### config.mk
export PLATFORM = sky130hd
export DESIGN_NAME = i2c_pause_master
export DESIGN_NICKNAME = d
export VERILOG_FILES = /design/src/rtl/i2c_pause_master.sv
export SDC_FILE = /design/constraint.sdc
export NUM_CORES = 1
export LEC_CHECK = 0
export CORE_MARGIN = 4
export CORE_UTILIZATION = 45
export CTS_CLUSTER_SIZE = 10
export DETAILED_ROUTE_END_ITERATION = 16
export GPL_TIMING_DRIVEN = 0
export SLEW_MARGIN = 20
export SYNTH_ARGS = -nofsm -noshare
export SYNTH_HDL_FRONTEND = slang
export SYNTH_SLANG_ARGS = --single-unit
### constraint.sdc
create_clock -name clk -period 4.4 [get_ports clk]
set_clock_uncertainty 0.1 [all_clocks]
set_input_delay 0.44 -clock clk [delete_from_list [all_inputs] [get_ports clk]]
set_output_delay 0.44 -clock clk [all_outputs]
set_load 0.02 [all_outputs]
### src/rtl/i2c_pause_master.sv
module i2c_pause_master #(
  parameter int CLK_HZ      = 50_000_000,
  parameter int SCL_HZ      = 100_000,
  parameter int TIMEOUT_CYC = 1_750_000
) (
  input  logic       clk,
  input  logic       rst_n,
  input  logic       cmd_valid,
  input  logic [1:0] cmd_op,
  input  logic [7:0] cmd_data,
  input  logic       cmd_nack,
  output logic       busy,
  output logic       done,
  output logic [7:0] rx_data,
  output logic       rx_ack,
  output logic       timeout,
  output logic       scl_oe,
  input  logic       scl_in,
  output logic       sda_oe,
  input  logic       sda_in
);
  localparam int PERIOD   = CLK_HZ / SCL_HZ;
  localparam int LOW_CYC  = (PERIOD + 1) / 2;
  localparam int HIGH_CYC = PERIOD - LOW_CYC;
  localparam int PH_MAX   = (LOW_CYC > HIGH_CYC) ? LOW_CYC : HIGH_CYC;
  localparam int CNT_MAX  = (TIMEOUT_CYC > PH_MAX) ? TIMEOUT_CYC : PH_MAX;
  localparam int CW       = $clog2(CNT_MAX + 1);

  localparam logic [1:0] OP_START = 2'd0;
  localparam logic [1:0] OP_WRITE = 2'd1;
  localparam logic [1:0] OP_READ  = 2'd2;
  localparam logic [1:0] OP_STOP  = 2'd3;

  typedef enum logic [2:0] {S_IDLE, S_LOW, S_RISE, S_HIGH, S_HOLD, S_FREE} state_t;

  state_t        state;
  logic [1:0]    op;
  logic [7:0]    tx;
  logic          nack_r;
  logic [3:0]    bitn;
  logic [CW-1:0] cnt;
  logic [8:0]    sh;
  logic          active, done_r, to_r, scl_r, sda_r;
  logic          sda_slot;

  wire low_end  = (cnt == CW'(LOW_CYC - 1));
  wire high_end = (cnt == CW'(HIGH_CYC - 1));
  wire tmo_hit  = (TIMEOUT_CYC != 0) && (cnt == CW'(TIMEOUT_CYC - 1));

  always_comb begin
    case (op)
      OP_START: sda_slot = 1'b0;
      OP_STOP:  sda_slot = 1'b1;
      OP_WRITE: sda_slot = bitn[3] ? 1'b0 : ~tx[3'd7 - bitn[2:0]];
      default:  sda_slot = bitn[3] ? ~nack_r : 1'b0;
    endcase
  end

  always_ff @(posedge clk or negedge rst_n) begin
    if (!rst_n) begin
      state  <= S_IDLE;
      op     <= OP_START;
      tx     <= '0;
      nack_r <= 1'b0;
      bitn   <= '0;
      cnt    <= '0;
      sh     <= '0;
      active <= 1'b0;
      done_r <= 1'b0;
      to_r   <= 1'b0;
      scl_r  <= 1'b0;
      sda_r  <= 1'b0;
    end else begin
      done_r <= 1'b0;
      case (state)
        S_IDLE: if (cmd_valid) begin
          to_r   <= 1'b0;
          op     <= cmd_op;
          tx     <= cmd_data;
          nack_r <= cmd_nack;
          bitn   <= '0;
          cnt    <= '0;
          if (cmd_op == OP_START && !active) begin
            sda_r <= 1'b1;
            state <= S_HOLD;
          end else if (cmd_op == OP_STOP && !active) begin
            done_r <= 1'b1;
          end else begin
            state <= S_LOW;
          end
        end
        S_LOW: begin
          if (cnt == '0) sda_r <= sda_slot;
          if (low_end) begin
            scl_r <= 1'b0;
            cnt   <= '0;
            state <= S_RISE;
          end else begin
            cnt <= cnt + 1'b1;
          end
        end
        S_RISE: begin
          if (scl_in) begin
            cnt   <= '0;
            state <= S_HIGH;
          end else if (tmo_hit) begin
            to_r   <= 1'b1;
            scl_r  <= 1'b0;
            sda_r  <= 1'b0;
            active <= 1'b0;
            done_r <= 1'b1;
            state  <= S_IDLE;
          end else begin
            cnt <= cnt + 1'b1;
          end
        end
        S_HIGH: begin
          if (high_end) begin
            cnt <= '0;
            case (op)
              OP_START: begin sda_r <= 1'b1; state <= S_HOLD; end
              OP_STOP:  begin sda_r <= 1'b0; state <= S_FREE; end
              default: begin
                sh    <= {sh[7:0], sda_in};
                scl_r <= 1'b1;
                if (bitn == 4'd8) begin
                  done_r <= 1'b1;
                  state  <= S_IDLE;
                end else begin
                  bitn  <= bitn + 1'b1;
                  state <= S_LOW;
                end
              end
            endcase
          end else begin
            cnt <= cnt + 1'b1;
          end
        end
        S_HOLD: begin
          if (high_end) begin
            scl_r  <= 1'b1;
            active <= 1'b1;
            done_r <= 1'b1;
            state  <= S_IDLE;
          end else begin
            cnt <= cnt + 1'b1;
          end
        end
        S_FREE: begin
          if (high_end) begin
            active <= 1'b0;
            done_r <= 1'b1;
            state  <= S_IDLE;
          end else begin
            cnt <= cnt + 1'b1;
          end
        end
        default: state <= S_IDLE;
      endcase
    end
  end

  assign busy    = (state != S_IDLE);
  assign done    = done_r;
  assign timeout = to_r;
  assign scl_oe  = scl_r;
  assign sda_oe  = sda_r;
  assign rx_data = sh[8:1];
  assign rx_ack  = sh[0];
endmodule

# Yosys cells after proc, flatten, opt, wreduce, memory -nomap -nowiden
# Cells that the tools add are included.
# classes
addsub	3
magnitude_cmp	1
n_eq_ne	28
muxes	55
n_bitwise	3
n_reduce_logical	26
# ops
operator	n
$mux 21	5
$pmux 21 s4	1
$mux 1	26
$mux 3	8
$ne 2x2->1 const B	12
$add 21x1->21 const B	1
$eq 21x21->1 const B	1
$eq 21x8->1 const B	1
$logic_not 21->1	1
$mux 4	4
$pmux 3 s5	1
$pmux 1 s4	3
$reduce_bool 4->1	3
$reduce_and 5->1	2
$ne 3x3->1 const B	3
$pmux 4 s2	1
$reduce_and 4->1	2
$reduce_and 8->1	1
$reduce_and 7->1	1
$eq 3x2->1 const B	2
$eq 3x3->1 const B	2
$pmux 1 s3	2
$pmux 3 s2	1
$reduce_and 6->1	1
21 further kinds	31
# totals
ff_bits	53
in_bits	16
output_inout_bits	14

# Logic depth before layout (Yosys ltp)
# Gate-level depths: netlist of run 1.
# logic_depth
ltp_word	8
ltp_mapped	8
ltp_nobuf	7

# Least setup slack after synthesis of run 1
# OpenSTA, ideal clock, no wires.
# synth_path
kind	flip-flop to flip-flop
start	reg cnt[0]
end	reg cnt[12]
arrival_ns	1.880
t_required_ns	4.221
slack_ns	2.341
path_stages_with_launch	8
path_buffers	1
period_less_slack_ns	2.059
cell_sequence	dfrtp_1 > ha_1 > and3_1 > and4_1 > a31oi_2 > clkbuf_1 > nand3_1 > mux2i_1
# synth_via
elab_chain_cells	4
elab_cells_between_ends	11
# synth_lines
item	line	text
from (decl)	41	logic [CW-1:0] cnt;
from (signal assigned)	99	cnt <= cnt + 1'b1;
from (signal assigned)	114	cnt <= cnt + 1'b1;
from (signal assigned)	136	cnt <= cnt + 1'b1;
$add 21x1->21	--	
$mux 21	106	end else if (tmo_hit) begin
$mux 21	103	if (scl_in) begin
$pmux 21 s4	75	case (state)
# Several ways; a longest one is shown, not always the timed one. The select of a mux whose other input is x is not followed.
# A chain may end at the register's enable or synchronous reset.

# Worst setup path after layout of run 1
# layout_path
start	reg cnt[0]
end	reg cnt[3]
# Same word-level chain as after synthesis.

==> impl_metrics.yaml, run 1 <==
job:
  max-cap-violations: 0
synth:
  yosysTopAreaCell: "dfrtp_1"
  ys_seq_area_share_pct: 40.1
  synthCells: 371
  yosysMostFrequentCell: "nand2_1"
  synth_nets: 396
  synth_edf_count: 0
  avgSynthCellArea_sq_um: 8.91
  synthTopCellsByArea: "dfrtp_1, nand2_1, mux2i_1"
  synth_ff_type: "dfrtp_1"
  synth_common_cells: "nand2_1, dfrtp_1, nand3_1, inv_1, o21ai_0"
  synth_area_sq_um: 3300
  async_reset_ff_share_pct: 100
  ys_types: 59
  yosysWarnings: 0
  synth_top_area_share_pct: 40.1
  ys_ff_latch: 53
grt:
  grt_pass1_vias: 2859
  grt_max_degree: 54
  groute.usage.overall_pct: 20.1
  antenna_found_initial: 0
  grt_pass1_wl_mm: 14.2
  grt_overflow_total: 0
power:
  pwr-share-clk_pct: 19.2
  p_sw_share_pct: 37.4
  seqPwrFrac_pct: 45.9
  pwr-share-comb_pct: 34.9
  switchingPower_uw: 541
  power.internal_uw: 904
  p_leak_uw: 0.00164
  ir_drop_mv: 0.307
  power_per_cell_area_nw_per_um2: 380
  total_power_uw: 1450
sta:
  max_slew_margin_pct: 55.0
  setup_viol: 0
  setup-tns-final_ns: 0
  rsz0062_at_grt: "false"
  tightestPinTransition_ns: 0.675
  slew_violations: 0
  post-route-period-util_pct: 59.9
  fmax_ghz: 0.380
  finalCriticalPeriod_ns: 2.63
  hold_viol: 0
worst_setup_path:
  start_kind: "register"
  worstPathArrival_ns: 2.77
  cp.required_ns: 4.53
  critPathMaxFanout: 10
  crit_type: "reg -> reg"
  endpoint_kind: "register"
clock_network:
  cts_buffers: 5
  clkLatencyLatePin_ns: 0.30
  post_cts_buffers: 0
  cts_resized: 0
  clock-sinks: 53
  clk_path_buf_depth: 2
  tritoncts: "done"
  clkTransAtPathRegs_ns: 0.10
  h-tree-depth: 2
  cts_root_buf: "clkbuf_8"
  cts_hold_buf: 0
layout:
  n_fill_cell: 644
  drive_gt1_share_pct: 8.82
  multi_input_area_sq_um: 1810
  n_antenna_cell: 0
  syn2layout_area_growth_pct: 15.0
  nets: 432
  ff_latch_area_sq_um: 1330
floorplan:
  fp-row-count: 30
  die_height_um: 93.7
  start_util_pct: 47.6
  core-area_sq_um: 6940
  die_x_um: 93.7
  io-pin-count: 30
  die_area_sq_um: 8780
place:
  hpwl_mm: 6.04
  port_buffers: 29
  gp_congestion: 0.825
routing:
  vias: 2913
  drt_iter0_markers: 193
  postRouteAntennaNets: 0
  post-route-drc-count: 0
  via_per_inst: 5.78
  dr.pass1.iters: 5
  drt-total-wl_mm: 8.34
  post_drt_wl_per_cell_um: 16.6
worst_hold_path:
  holdCritPathClass: "in -> async"
outcome:
  status: "completed"
-- area by class of cell --
class | instances | area share (%)
multi-input cells | 278 | 47.5
flip-flops and latches | 53 | 34.9
repair buffers | 29 | 7.57
well taps | 96 | 3.16
plain buffers | 21 | 2.63
clock buffers | 6 | 1.91
inverters | 19 | 1.88
clock inverters | 2 | 0.395
-- sequential cells by signal (all words and copies together), names as in the netlist, 2 cells and up --
signal	count
bitn	4
sh	9
op	2
cnt	21
state	3
tx	8
-- worst max-delay path: stages (launching register included) --
cell	delay, ns
dfrtp_1	0.46
ha_1	0.22
and3_1	0.23
and4_1	0.24
a31oi_2	0.49
clkbuf_1	0.52
nand3_1	0.15
mux2i_1	0.15
-- per-layer routing --
metal  share of wire, %  GRT usage [%]  up-vias
met2                 45           31.6       75
met5                  0              0        -
met3                4.6           3.04        6
met1                 49           29.2     1407
li1                   -              -     1425
met4                1.0           4.69        0
-- final timing paths --
| check | startpoint | end | slack (ns) | depth (start not counted) |
|---|---|---|---|---|
| worst max-delay path | cnt[0] | cnt[3] | 1.77 | 7 |
| worst min-delay path | rst_n | tx[7] | 0.07 | 1 |
| worst max register to register | cnt[0] | cnt[3] | 1.77 | 7 |
| worst min register to register | sh[8] | sh[8] | 0.38 | 2 |
| max in group asynchronous | rst_n | cnt[13] | 3.69 | 1 |
| min in group clk | sh[8] | sh[8] | 0.38 | 2 |
-- power by group through the flow --
| stage | clock network (uW) | logic (uW) | registers (uW) |
|---|---|---|---|
| 2_1_floorplan | 0 | 364 | 654 |
| 3_3_place_gp | 0 | 494 | 670 |
| 3_5_place_dp | 0 | 502 | 672 |
| 4_1_cts | 287 | 505 | 663 |
| 5_1_grt | 304 | 571 | 681 |
| 6_report | 277 | 505 | 663 |
-- cell usage in the layout (no fill, tap or decap), types with 3 or more instances in the layout --
cell	synthesis	routed
a211oi_1	12	12
a21oi_1	6	6
a22o_1	3	3
a31oi_1	4	4
and2_1	7	7
and3_1	10	10
and4_1	9	9
buf_2	7	7
clkbuf_1	11	12
clkbuf_8	0	5
clkdlybuf4s50_1	0	28
dfrtp_1	53	53
ha_1	9	9
inv_1	19	19
mux2_2	4	4
mux2i_1	13	13
nand2_1	73	73
nand3_1	22	22
nand3b_1	4	4
nand4_1	13	13
nor2_1	13	13
nor2b_1	4	4
nor3_1	10	10
nor4_1	3	3
o21ai_0	15	15
o22ai_1	4	4
or3_1	3	3
-- per-stage QoR --
stage | hold slack (ns) | util (%) | area (sq um) | cells | setup slack (ns)
3_5_place_dp | 0.359 | 53.5 | 3710 | 496 | 1.71
5_1_grt | 0.118 | 54.7 | 3800 | 504 | 1.57
6_report | 0.0676 | 54.7 | 3800 | 504 | 1.77
4_1_cts | 0.0944 | 54.7 | 3800 | 504 | 1.79
3_3_place_gp | 0.349 | 53.5 | 3710 | 496 | 1.12
2_1_floorplan | 0.0444 | - | 3300 | 371 | 2.34
-- kinds of logic (layout without fill, tap and decap cells) --
group	Yosys count	count (layout)	synth area share, %
simple gates	187	187	31.0
buf+inv	40	77	5.19
fa+ha+maj	9	9	3.41
mux	19	19	6.66
flops	53	53	40.1
compound gates	62	62	13.3
xor+xnor	1	1	0.265
Power figures use the tool's default switching activity.
==> run 2: changes to the inputs <==
Clock period 4.4 ns to 2.51 ns, I/O delays scaled along.
==> run 2 against run 1 <==
Register-to-register slack lost 1.6 ns. Utilization grew 0.99 points. Global-route usage is essentially flat. Final cell count grew 0.99%. Hold slack gained 0.30 ns. Fmax grew 12%. Critical endpoint is now cnt[0].
==> impl_metrics.yaml, run 2 (synthesis results as in run 1) <==
routing:
  post-route-drc-count: 0
  drt_iter0_markers: 164
  postRouteAntennaNets: 0
  drt-total-wl_mm: 8.40
  via_per_inst: 5.79
  post_drt_wl_per_cell_um: 16.5
  dr.pass1.iters: 4
  vias: 2945
outcome:
  status: "completed"
layout:
  drive_gt1_share_pct: 10.7
  n_antenna_cell: 0
  final_common_cell: "nand2_1"
  syn2layout_area_growth_pct: 17.1
  largest_register_ffs: 21
  regMostFlops: "cnt"
  final_cell_count_no_fill: 509
  final_cell_mix: "nand2_1, dfrtp_1, clkdlybuf4s50_1"
  nets: 437
  top_regs: "cnt: 21 flops, sh: 9 flops, tx: 8 flops"
worst_setup_path:
  reg2reg_from: "cnt[0]"
  cp.required_ns: 2.63
  worst-r2r-cell-count: 7
  crit_type: "reg -> reg"
  critPathMaxFanout: 10
  r2r-end: "cnt[0]"
  endpoint_kind: "register"
  reg2reg_slack_ns: 0.17
  worstPathArrival_ns: 2.47
  start_kind: "register"
grt:
  grt_pass1_wl_mm: 14.2
  grt_pass1_vias: 2871
  grt_overflow_total: 0
  grt_max_degree: 54
  groute.usage.overall_pct: 20.1
  antenna_found_initial: 0
sta:
  slew_violations: 0
  fmax_ghz: 0.427
  max_slew_margin_pct: 55.4
  setup_viol: 0
  setup-tns-final_ns: 0
  finalCriticalPeriod_ns: 2.34
  hold_viol: 0
  holdWs_ns: 0.372
  post-route-period-util_pct: 93.4
  setup_ws_ns: 0.167
  rsz0062_at_grt: "false"
  tightestPinTransition_ns: 0.669
clock_network:
  cts_root_buf: "clkbuf_8"
  clkTransAtPathRegs_ns: 0.10
  cts_buffers: 5
  clkLatencyLatePin_ns: 0.30
  h-tree-depth: 2
  tritoncts: "done"
  clk_path_buf_depth: 2
  clock-sinks: 53
job:
  max-cap-violations: 0
power:
  ir_drop_mv: 0.543
  power_per_cell_area_nw_per_um2: 663
  p_leak_uw: 0.00169
worst_hold_path:
  whs_endpoint: "tx[6]"
  holdCritPathClass: "in -> reg"
  whs_path_depth: 3
  holdCritStartpoint: "cmd_data[6]"
floorplan:
  core-area_sq_um: 6940
  die_height_um: 93.7
  fp-row-count: 30
  io-pin-count: 30
  start_util_pct: 47.6
  die_area_sq_um: 8780
  die_x_um: 93.7
place:
  hpwl_mm: 6.04
  port_buffers: 29
  place_ws_ns: -0.0635
  gp_congestion: 0.825
  place_inst: 496
-- run 2: layer usage --
layer | global-route usage, % | wire [um] | vias to the layer above
met5 | 0 | 0 | -
met4 | 4.69 | 77 | 0
met3 | 3.04 | 441 | 6
met2 | 31.7 | 3810 | 86
met1 | 29.2 | 4070 | 1422
li1 | - | - | 1431
-- run 2: critical path, cell delays in order, from the launching register on --
cell,delay (ns)
dfrtp_1,0.46
ha_1,0.22
and3_1,0.23
and4_1,0.26
a31oi_4,0.36
buf_2,0.30
nand2_1,0.13
o21ai_0,0.20
-- run 2: how the worst max path moves through the flow --
stage,end,cells after the start,start,slack [ns]
4_1_cts,cnt[0],7,cnt[0],0.009
3_3_place_gp,cnt[11],1,rst_n,-0.58
2_1_floorplan,cnt[13],7,cnt[0],0.45
5_1_grt,busy,4,state[0],0.01
6_report,cnt[0],7,cnt[0],0.17
3_5_place_dp,cnt[3],7,cnt[0],-0.06
-- run 2: area by class of cell --
cell class | instances | area (sq um)
clock buffers | 6 | 72.6
clock inverters | 2 | 15.0
multi-input cells | 278 | 1830
plain buffers | 21 | 104
flip-flops and latches | 53 | 1330
inverters | 19 | 71.3
repair buffers | 34 | 328
well taps | 96 | 120
fillers | 634 | 3080
-- run 2: per-stage QoR --
| step | utilization (%) | area (sq um) | power (uW) |
|---|---|---|---|
| finish | 55.7 | 3870 | 2570 |
| global route | 55.7 | 3870 | 2750 |
| CTS | 54.9 | 3810 | 2550 |
| detailed placement | 53.5 | 3710 | 2060 |
| global placement | 53.5 | 3710 | 2040 |
| floorplan | - | 3300 | 1780 |
-- run 2: report_power, final --
group	switching, uW	internal, uW	total (uW)	leakage [uW]
sequential	151	1010	1160	0.000685
clock	292	197	489	0.0000374
combinational	526	388	914	0.000967
-- run 2: repair_timing --
item,CTS,global route
pin swaps,0,1
gates resized for setup,2,5
hold buffers,1,0
hold endpoints to repair,53,0
endpoints found under the setup margin,11,21
gates cloned,0,0
buffers inserted,0,4
